--- src/rtl/fb_scan_pkg.sv ---
package fb_scan_pkg;

    localparam int FB_COLS           = 320;
    localparam int FB_ROWS           = 240;
    localparam int FB_PAIRS          = FB_ROWS / 2;
    localparam int FB_PTR_W          = 24;
    localparam int FB_PIX_W          = 16;
    localparam int FB_WORD_W         = 2 * FB_PIX_W;
    localparam int FB_BYTES_PER_WORD = FB_WORD_W / 8;
    localparam int FB_LOWER_OFS      = FB_PIX_W / 8;
    localparam int FB_COL_W          = $clog2(FB_COLS);
    localparam int FB_LINE_W         = $clog2(FB_ROWS);
    localparam int FB_PAIR_W         = $clog2(FB_PAIRS);

    typedef logic [FB_PTR_W-1:0]  fb_ptr_t;
    typedef logic [FB_WORD_W-1:0] fb_word_t;
    typedef logic [FB_PIX_W-1:0]  fb_pix_t;
    typedef logic [FB_COL_W-1:0]  fb_col_t;
    typedef logic [FB_PAIR_W-1:0] fb_pair_t;
    typedef logic [FB_LINE_W-1:0] fb_line_t;

    typedef enum logic {
        SCAN_IDLE = 1'b0,
        SCAN_RUN  = 1'b1
    } scan_state_t;

    typedef struct packed {
        fb_line_t line;
        fb_ptr_t  base;
    } band_req_t;

    typedef struct packed {
        fb_ptr_t  addr;
        fb_col_t  col;
        fb_pair_t pair;
        logic     eof;
    } fetch_pos_t;

    typedef struct packed {
        fetch_pos_t pos;
        fb_pix_t    left;
        fb_pix_t    right;
    } out_word_t;

    function automatic fb_ptr_t word_align(input fb_ptr_t p);
        return p & ~fb_ptr_t'(FB_BYTES_PER_WORD - 1);
    endfunction

    function automatic fb_ptr_t next_word_addr(input fb_ptr_t p);
        return p + fb_ptr_t'(FB_BYTES_PER_WORD);
    endfunction

    function automatic fb_ptr_t lower_pixel_addr(input fb_ptr_t p);
        return p + fb_ptr_t'(FB_LOWER_OFS);
    endfunction

    function automatic fb_line_t pair_first_line(input fb_pair_t pr);
        return {pr, 1'b0};
    endfunction

    function automatic logic is_last_col(input fb_col_t c);
        return c == fb_col_t'(FB_COLS - 1);
    endfunction

    function automatic logic is_last_pair(input fb_pair_t pr);
        return pr == fb_pair_t'(FB_PAIRS - 1);
    endfunction

    function automatic fb_pix_t upper_lane(input fb_word_t w);
        return w[FB_WORD_W-1:FB_PIX_W];
    endfunction

    function automatic fb_pix_t lower_lane(input fb_word_t w);
        return w[FB_PIX_W-1:0];
    endfunction

endpackage

--- src/rtl/fb_band_queue.sv ---
module fb_band_queue
    import fb_scan_pkg::*;
#(
    parameter int DEPTH = 4
) (
    input  logic      clk,
    input  logic      rst,
    input  logic      flush,
    input  logic      push,
    input  band_req_t push_req,
    input  logic      pop,
    output logic      head_valid,
    output band_req_t head,
    output logic      full
);

    localparam int IDX_W = (DEPTH > 1) ? $clog2(DEPTH) : 1;
    localparam int CNT_W = $clog2(DEPTH + 1);

    band_req_t          slots [DEPTH];
    logic [IDX_W-1:0]   rd_idx;
    logic [IDX_W-1:0]   wr_idx;
    logic [CNT_W-1:0]   count;
    logic               do_push;
    logic               do_pop;

    function automatic logic [IDX_W-1:0] bump(input logic [IDX_W-1:0] i);
        return (i == IDX_W'(DEPTH - 1)) ? '0 : i + IDX_W'(1);
    endfunction

    always_comb begin
        head_valid = count != '0;
        full       = count == CNT_W'(DEPTH);
        head       = slots[rd_idx];
        do_push    = push && !full;
        do_pop     = pop && head_valid;
    end

    always_ff @(posedge clk) begin
        if (rst) begin
            rd_idx <= '0;
            wr_idx <= '0;
            count  <= '0;
        end else if (flush) begin
            rd_idx <= '0;
            wr_idx <= push ? IDX_W'(1 % DEPTH) : '0;
            count  <= push ? CNT_W'(1) : '0;
        end else begin
            if (do_push) begin
                wr_idx <= bump(wr_idx);
            end
            if (do_pop) begin
                rd_idx <= bump(rd_idx);
            end
            case ({do_push, do_pop})
                2'b10:   count <= count + CNT_W'(1);
                2'b01:   count <= count - CNT_W'(1);
                default: count <= count;
            endcase
        end
    end

    generate
        for (genvar s = 0; s < DEPTH; s++) begin : g_slot
            always_ff @(posedge clk) begin
                if (rst) begin
                    slots[s] <= '0;
                end else if (flush) begin
                    if (push && s == 0) begin
                        slots[s] <= push_req;
                    end
                end else if (do_push && wr_idx == IDX_W'(s)) begin
                    slots[s] <= push_req;
                end
            end
        end
    endgenerate

    AST_Q_COUNT_BOUND: assert property (@(posedge clk) disable iff (rst)
        count <= CNT_W'(DEPTH));

    AST_Q_FULL_HOLDS: assert property (@(posedge clk) disable iff (rst)
        (full && push && !pop && !flush) |=> full);

    AST_Q_EVEN_HEAD: assert property (@(posedge clk) disable iff (rst)
        head_valid |-> !head.line[0]);

    AST_Q_FLUSH_EMPTY: assert property (@(posedge clk) disable iff (rst)
        (flush && !push) |=> !head_valid);

endmodule

--- src/rtl/fb_scan_fetch.sv ---
module fb_scan_fetch
    import fb_scan_pkg::*;
(
    input  logic       clk,
    input  logic       rst,
    input  logic       start,
    input  fb_ptr_t    start_base,
    input  logic       advance,
    input  logic       head_valid,
    input  band_req_t  head,
    output logic       running,
    output logic       head_match,
    output logic       head_stale,
    output fetch_pos_t pos
);

    scan_state_t state;
    fb_col_t     col_q;
    fb_pair_t    pair_q;
    fb_ptr_t     addr_q;
    fb_line_t    cur_line;
    logic        pair_begun;

    always_comb begin
        cur_line   = pair_first_line(pair_q);
        pair_begun = col_q != '0;
        running    = state == SCAN_RUN;
        head_match = running && head_valid && !pair_begun && head.line == cur_line;
        head_stale = running && head_valid &&
                     ((head.line < cur_line) || (head.line == cur_line && pair_begun));
        pos.addr   = head_match ? word_align(head.base) : addr_q;
        pos.col    = col_q;
        pos.pair   = pair_q;
        pos.eof    = is_last_col(col_q) && is_last_pair(pair_q);
    end

    always_ff @(posedge clk) begin
        if (rst) begin
            state  <= SCAN_IDLE;
            col_q  <= '0;
            pair_q <= '0;
            addr_q <= '0;
        end else if (start) begin
            state  <= SCAN_RUN;
            col_q  <= '0;
            pair_q <= '0;
            addr_q <= word_align(start_base);
        end else if (advance) begin
            addr_q <= next_word_addr(pos.addr);
            if (is_last_col(col_q)) begin
                col_q <= '0;
                if (is_last_pair(pair_q)) begin
                    state <= SCAN_IDLE;
                end else begin
                    pair_q <= pair_q + fb_pair_t'(1);
                end
            end else begin
                col_q <= col_q + fb_col_t'(1);
            end
        end
    end

    AST_ADV_ONLY_RUNNING: assert property (@(posedge clk) disable iff (rst)
        advance |-> running);

    AST_COL_STEP: assert property (@(posedge clk) disable iff (rst)
        (advance && !start && !is_last_col(col_q))
            |=> (col_q == $past(col_q) + fb_col_t'(1)) && (pair_q == $past(pair_q)));

    AST_PAIR_WRAP: assert property (@(posedge clk) disable iff (rst)
        (advance && !start && is_last_col(col_q) && !is_last_pair(pair_q))
            |=> (col_q == '0) && (pair_q == $past(pair_q) + fb_pair_t'(1)));

    AST_IDLE_AFTER_EOF: assert property (@(posedge clk) disable iff (rst)
        (advance && pos.eof && !start) |=> !running);

endmodule

--- src/rtl/fb_out_stage.sv ---
module fb_out_stage
    import fb_scan_pkg::*;
(
    input  logic      clk,
    input  logic      rst,
    input  logic      flush,
    input  logic      load,
    input  out_word_t in_word,
    input  logic      ready,
    output logic      valid,
    output out_word_t word,
    output logic      can_load
);

    always_comb begin
        can_load = !valid || ready;
    end

    always_ff @(posedge clk) begin
        if (rst) begin
            valid <= 1'b0;
            word  <= '0;
        end else if (flush) begin
            valid <= 1'b0;
        end else if (load) begin
            valid <= 1'b1;
            word  <= in_word;
        end else if (ready) begin
            valid <= 1'b0;
        end
    end

    AST_LOAD_WHEN_FREE: assert property (@(posedge clk) disable iff (rst)
        load |-> can_load);

    AST_HOLD_WHEN_STALLED: assert property (@(posedge clk) disable iff (rst)
        (valid && !ready && !flush) |=> valid && $stable(word));

endmodule

--- src/rtl/fb_pair_scanner.sv ---
module fb_pair_scanner
    import fb_scan_pkg::*;
#(
    parameter int QDEPTH = 4
) (
    input  logic                 clk,
    input  logic                 rst,
    input  logic                 field_start,
    input  logic [FB_PTR_W-1:0]  field_base,
    input  logic                 band_wr,
    input  logic [FB_LINE_W-1:0] band_line,
    input  logic [FB_PTR_W-1:0]  band_base,
    output logic                 mem_en,
    output logic [FB_PTR_W-1:0]  mem_addr,
    input  logic [FB_WORD_W-1:0] mem_rdata,
    output logic                 out_valid,
    input  logic                 out_ready,
    output logic [FB_PTR_W-1:0]  out_addr_upper,
    output logic [FB_PTR_W-1:0]  out_addr_lower,
    output logic [FB_PIX_W-1:0]  out_left,
    output logic [FB_PIX_W-1:0]  out_right,
    output logic [FB_COL_W-1:0]  out_col,
    output logic [FB_LINE_W-1:0] out_row,
    output logic                 out_eof
);

    band_req_t  new_req;
    band_req_t  head;
    logic       head_valid;
    logic       q_full;
    logic       q_push;
    logic       q_pop;
    logic       running;
    logic       head_match;
    logic       head_stale;
    logic       can_load;
    logic       fire;
    fetch_pos_t pos;
    out_word_t  fetched;
    out_word_t  held;

    always_comb begin
        new_req.line = band_line;
        new_req.base = band_base;
        q_push       = band_wr && !band_line[0];
        fire         = running && !head_stale && can_load && !field_start;
        q_pop        = head_stale || (head_match && fire);
        fetched.pos   = pos;
        fetched.left  = upper_lane(mem_rdata);
        fetched.right = lower_lane(mem_rdata);
        mem_en        = fire;
        mem_addr      = pos.addr;
    end

    fb_band_queue #(
        .DEPTH(QDEPTH)
    ) u_queue (
        .clk       (clk),
        .rst       (rst),
        .flush     (field_start),
        .push      (q_push),
        .push_req  (new_req),
        .pop       (q_pop),
        .head_valid(head_valid),
        .head      (head),
        .full      (q_full)
    );

    fb_scan_fetch u_fetch (
        .clk       (clk),
        .rst       (rst),
        .start     (field_start),
        .start_base(field_base),
        .advance   (fire),
        .head_valid(head_valid),
        .head      (head),
        .running   (running),
        .head_match(head_match),
        .head_stale(head_stale),
        .pos       (pos)
    );

    fb_out_stage u_out (
        .clk     (clk),
        .rst     (rst),
        .flush   (field_start),
        .load    (fire),
        .in_word (fetched),
        .ready   (out_ready),
        .valid   (out_valid),
        .word    (held),
        .can_load(can_load)
    );

    always_comb begin
        out_addr_upper = held.pos.addr;
        out_addr_lower = lower_pixel_addr(held.pos.addr);
        out_left       = held.left;
        out_right      = held.right;
        out_col        = held.pos.col;
        out_row        = pair_first_line(held.pos.pair);
        out_eof        = held.pos.eof;
    end

    AST_ADDR_CONSEC: assert property (@(posedge clk) disable iff (rst)
        (fire && pos.col != '0) |-> mem_addr == next_word_addr(held.pos.addr));

    AST_EOF_POSITION: assert property (@(posedge clk) disable iff (rst)
        (out_valid && out_eof)
            |-> (out_col == FB_COL_W'(FB_COLS - 1)) && (out_row == FB_LINE_W'(FB_ROWS - 2)));

    AST_NO_OUT_AFTER_RESET: assert property (@(posedge clk)
        $past(rst) |-> !out_valid);

    AST_RESTART_DROPS: assert property (@(posedge clk) disable iff (rst)
        field_start |=> !out_valid);

    AST_FULL_IGNORED: assert property (@(posedge clk) disable iff (rst)
        (q_full && !q_pop && !field_start) |=> head == $past(head));

endmodule

--- config.mk ---
export PLATFORM = sky130hd
export DESIGN_NAME = fb_pair_scanner
export DESIGN_NICKNAME = d
export VERILOG_FILES = /design/src/rtl/fb_scan_pkg.sv /design/src/rtl/fb_band_queue.sv /design/src/rtl/fb_scan_fetch.sv /design/src/rtl/fb_out_stage.sv /design/src/rtl/fb_pair_scanner.sv
export SDC_FILE = /design/constraint.sdc
export NUM_CORES = 1
export LEC_CHECK = 0
export BUFFER_PORTS_ARGS = -buffer_cell sky130_fd_sc_hd__clkbuf_2
export CORE_MARGIN = 2
export CORE_UTILIZATION = 55
export CTS_CLUSTER_DIAMETER = 200
export DETAILED_ROUTE_END_ITERATION = 10
export PLACE_DENSITY = 0.81
export SYNTH_ARGS = -nofsm -noshare
export SYNTH_HDL_FRONTEND = slang
export SYNTH_SLANG_ARGS = --single-unit
--- constraint.sdc ---
create_clock -name clk -period 12.3 [get_ports clk]
set_clock_uncertainty 0.2 [all_clocks]
set_input_delay 2.46 -clock clk [delete_from_list [all_inputs] [get_ports clk]]
set_output_delay 2.46 -clock clk [all_outputs]
set_load 0.01 [all_outputs]
==> metrics.md <==
| Metric | Value |
|---|---|
| Max-slew violations | `0` |
| Cells after Synth | `1116` |
| Total congestion overflow | `0` |
| Final hold vios | `0` |
| Routed len/inst | `18.5 µm` |
| Total Power | `1.81 mW` |
| Initial core utilization | `55.8%` |
| Unrepaired setup endpoints after global routing | `false` |
| Clk root buf | `clkbuf_16` |
| Flops & latches, synth | `244` |
| Hold-fix buffers, CTS | `0` |
| Core area | `21000 µm²` |
| Routed WL | `28.9 mm` |
| Power density cells | `134 nW/µm²` |
| R2R setup slack | `6770 ps` |
| Initial antenna violation count | `2` |
| 1st-iter DRT viols | `847` |
| Main synth FF type | `dfxtp_1` |
| Worst setup path category | `in2out` |
| Data arrival, critical path | `5170 ps` |
| Cell area after synthesis | `11700 µm²` |
| Hold path cells | `2` |
| Worst Path Max Fanout | `33` |
| Largest net degree at the start of global routing | `107` |
| Status | `finished clean` |
| Yosys cell types | `62` |
| Adder-Cell Fraction of Synth Area | `1.99%` |
| EDFF count, synth | `120` |
| Lkg Pwr | `5.37 nW` |
| First-pass DRT Iterations | `7` |
| DP Area | `12700 µm²` |
| # port buffers | `211` |
| Std-Cell Rows | `53` |
| Design Area, Final | `13500 µm²` |
| Vias after detailed routing | `8933` |
| FFs w/ async S/R, synth | `0%` |
| ANT cells | `0` |
| Post-synthesis area per instance | `10.5 µm²` |
| Crit share post-route | `63.6%` |
| Via/cell ratio | `5.70` |
| Half-perimeter wire length after detailed placement | `19.4 mm` |
| Final Util | `64.5%` |
| Setup TNS Final | `0 ps` |
| Max Freq | `128 MHz` |
| Startpoint types | `input port` |
| Post_cts resized | `0` |
| Largest family of logic cells by synthesized area | `simple AND/OR/NAND/NOR gates` |
| RePlAce Congestion | `0.906` |
| Die Footprint | `22400 µm²` |
| I/O pins | `217` |
| Max cap viols | `0` |
| Cells on worst reg2reg path | `15` |
| Critical path required time | `9640 ps` |
| Worst Tran Pin Value | `1210 ps` |
| GRT Total Usage | `25.3%` |
| DRC viols | `0` |
| Compound-gate portion of the synthesized area | `10.0%` |
| Final nets | `1386` |
| Antenna-violating nets left | `0` |
| Die X | `150 µm` |
| Share of cells above drive strength 1 | `24.3%` |
| Xor and xnor area share after synthesis | `3.00%` |
| First-pass GRT wire length | `44.8 mm` |
| Final Critical Period | `7830 ps` |
| Vias in the first global route | `8443` |
| Mux contribution to synthesized area | `7.84%` |
| # H-tree levels | `1` |
| Worst-path clk slew | `60 ps` |
| P&R area growth vs syn | `15.6%` |
| VDD IR max | `0.0000955 V` |
| Clk Latency, worst-skew pair | `510 ps` |
| TritonCTS clock tree | `built` |
| Overall die height | `150 µm` |
| Seq/Total Area, Yosys | `52.0%` |
| Rel. slew slack | `19.1%` |
| Post-CTS setup buffers | `0` |
| Synth warn | `0` |
| Crit end category | `output port` |
| Synth Area in Simple Gates | `20.0%` |
| Final setup fails | `0` |
| Clock sinks | `244` |
| Hold Crit Class | `reg2reg` |
| Clock buffer depth | `3` |
| CTS Buf Count | `25` |
final cells by class:
cell class | instances | area, µm²
clock buffers | 35 | 724
clock inverters | 8 | 66.3
fillers | 1646 | 7440
inverters | 32 | 120
multi-input cells | 753 | 5050
flip-flops and latches | 244 | 6090
well taps | 275 | 344
repair buffers | 219 | 1120
synthesized netlist by cell type, types with 3 or more instances:
cell type / instances / area share (%)
and4_1: 6 / 0.45
a31o_2: 4 / 0.30
ha_1: 17 / 1.8
o21ai_0: 15 / 0.64
a211oi_1: 17 / 1.1
or3_1: 7 / 0.37
dfxtp_1: 124 / 21
a2111oi_2: 3 / 0.39
a222oi_1: 3 / 0.26
nand2_1: 153 / 4.9
and3_1: 14 / 0.75
nand4_1: 10 / 0.53
o22ai_1: 6 / 0.32
nor3_1: 13 / 0.56
inv_1: 30 / 0.96
o21a_1: 4 / 0.26
a21oi_1: 78 / 3.3
nand3_1: 32 / 1.4
buf_2: 11 / 0.47
a22oi_1: 4 / 0.26
edfxtp_1: 120 / 31
and2_1: 130 / 7.0
nand2b_1: 6 / 0.32
mux2i_1: 20 / 1.7
nor4bb_1: 3 / 0.26
clkbuf_1: 49 / 1.6
mux4_2: 30 / 5.8
o31ai_1: 6 / 0.39
a31oi_1: 11 / 0.59
o32ai_1: 7 / 0.52
or2_2: 3 / 0.16
or4_1: 6 / 0.39
nor4_1: 3 / 0.16
nor2_1: 61 / 2.0
a21o_1: 3 / 0.19
buf_4: 30 / 1.9
xnor2_1: 30 / 2.2
nor2b_1: 7 / 0.37
xor2_1: 10 / 0.75
state kept, by name, summed over array words and instances (netlist names), named ones only:
register and cells:
u_queue.rd_idx 2, u_fetch.col_q 9, u_fetch.addr_q 24, u_fetch.pair_q 7, u_queue.slots 120, u_out.valid 1, u_out.word 73, u_queue.count 3
u_fetch.running 1, u_queue.wr_idx 2
placed cells by master (no fill, tap or decap), drive strengths merged, types with 30 or more instances in the layout:
master,n
dfxtp,124
mux4,30
a21oi,78
xnor2,30
nand3,32
inv,32
edfxtp,120
and2,130
nand2,153
clkbuf,245
nor2,62
cell families (layout without fill, tap and decap cells):
logic type	after synthesis	after routing
other cells	1	5
fa+ha+maj	18	18
mux	53	53
buf+inv	123	294
compound gates	179	179
flops	244	244
xor+xnor	40	40
simple gates	458	458
critical path: stages:
cell and delay [ps]:
clkbuf_2 540, clkinv_1 940, nand3_1 570, a21o_2 160
inv_2 230, clkbuf_2 220
where the power goes:
group,total (mW),switching [mW],internal [mW],leakage [nW]
Combinational,0.170,0.105,0.0647,2.71
Sequential,0.907,0.0198,0.887,2.25
Clock,0.732,0.303,0.429,0.401
final timing paths:
path	endpoint	start
worst max-delay path	mem_en	field_start
worst min-delay path	u_out.word[19]	u_out.word[19]
worst max register to register	u_fetch.addr_q[22]	flip-flop
worst min register to register	u_out.word[19]	u_out.word[19]
routing by layer:
layer  vias to the layer above  routed length (µm)  global-route usage, %  part of all wire, %
li1                       4258                   -                      -                    -
met1                      4264               12100                   33.3                   42
met2                       350               13900                   42.8                   48
met3                        57                2180                   4.97                  7.5
met4                         4                 674                   6.79                  2.3
met5                         -                  27                      0                0.093
per-stage QoR:
step                setup slack (ps)  hold slack, ps  std cells
CTS                             4500             254       1566
detailed placement              4500             235       1523
global placement                4550             234       1523
finish                          4470             252       1566
floorplan                       6120             221       1120
global route                    4290             274       1566
Note: power is estimated with default switching activity, not from simulation.
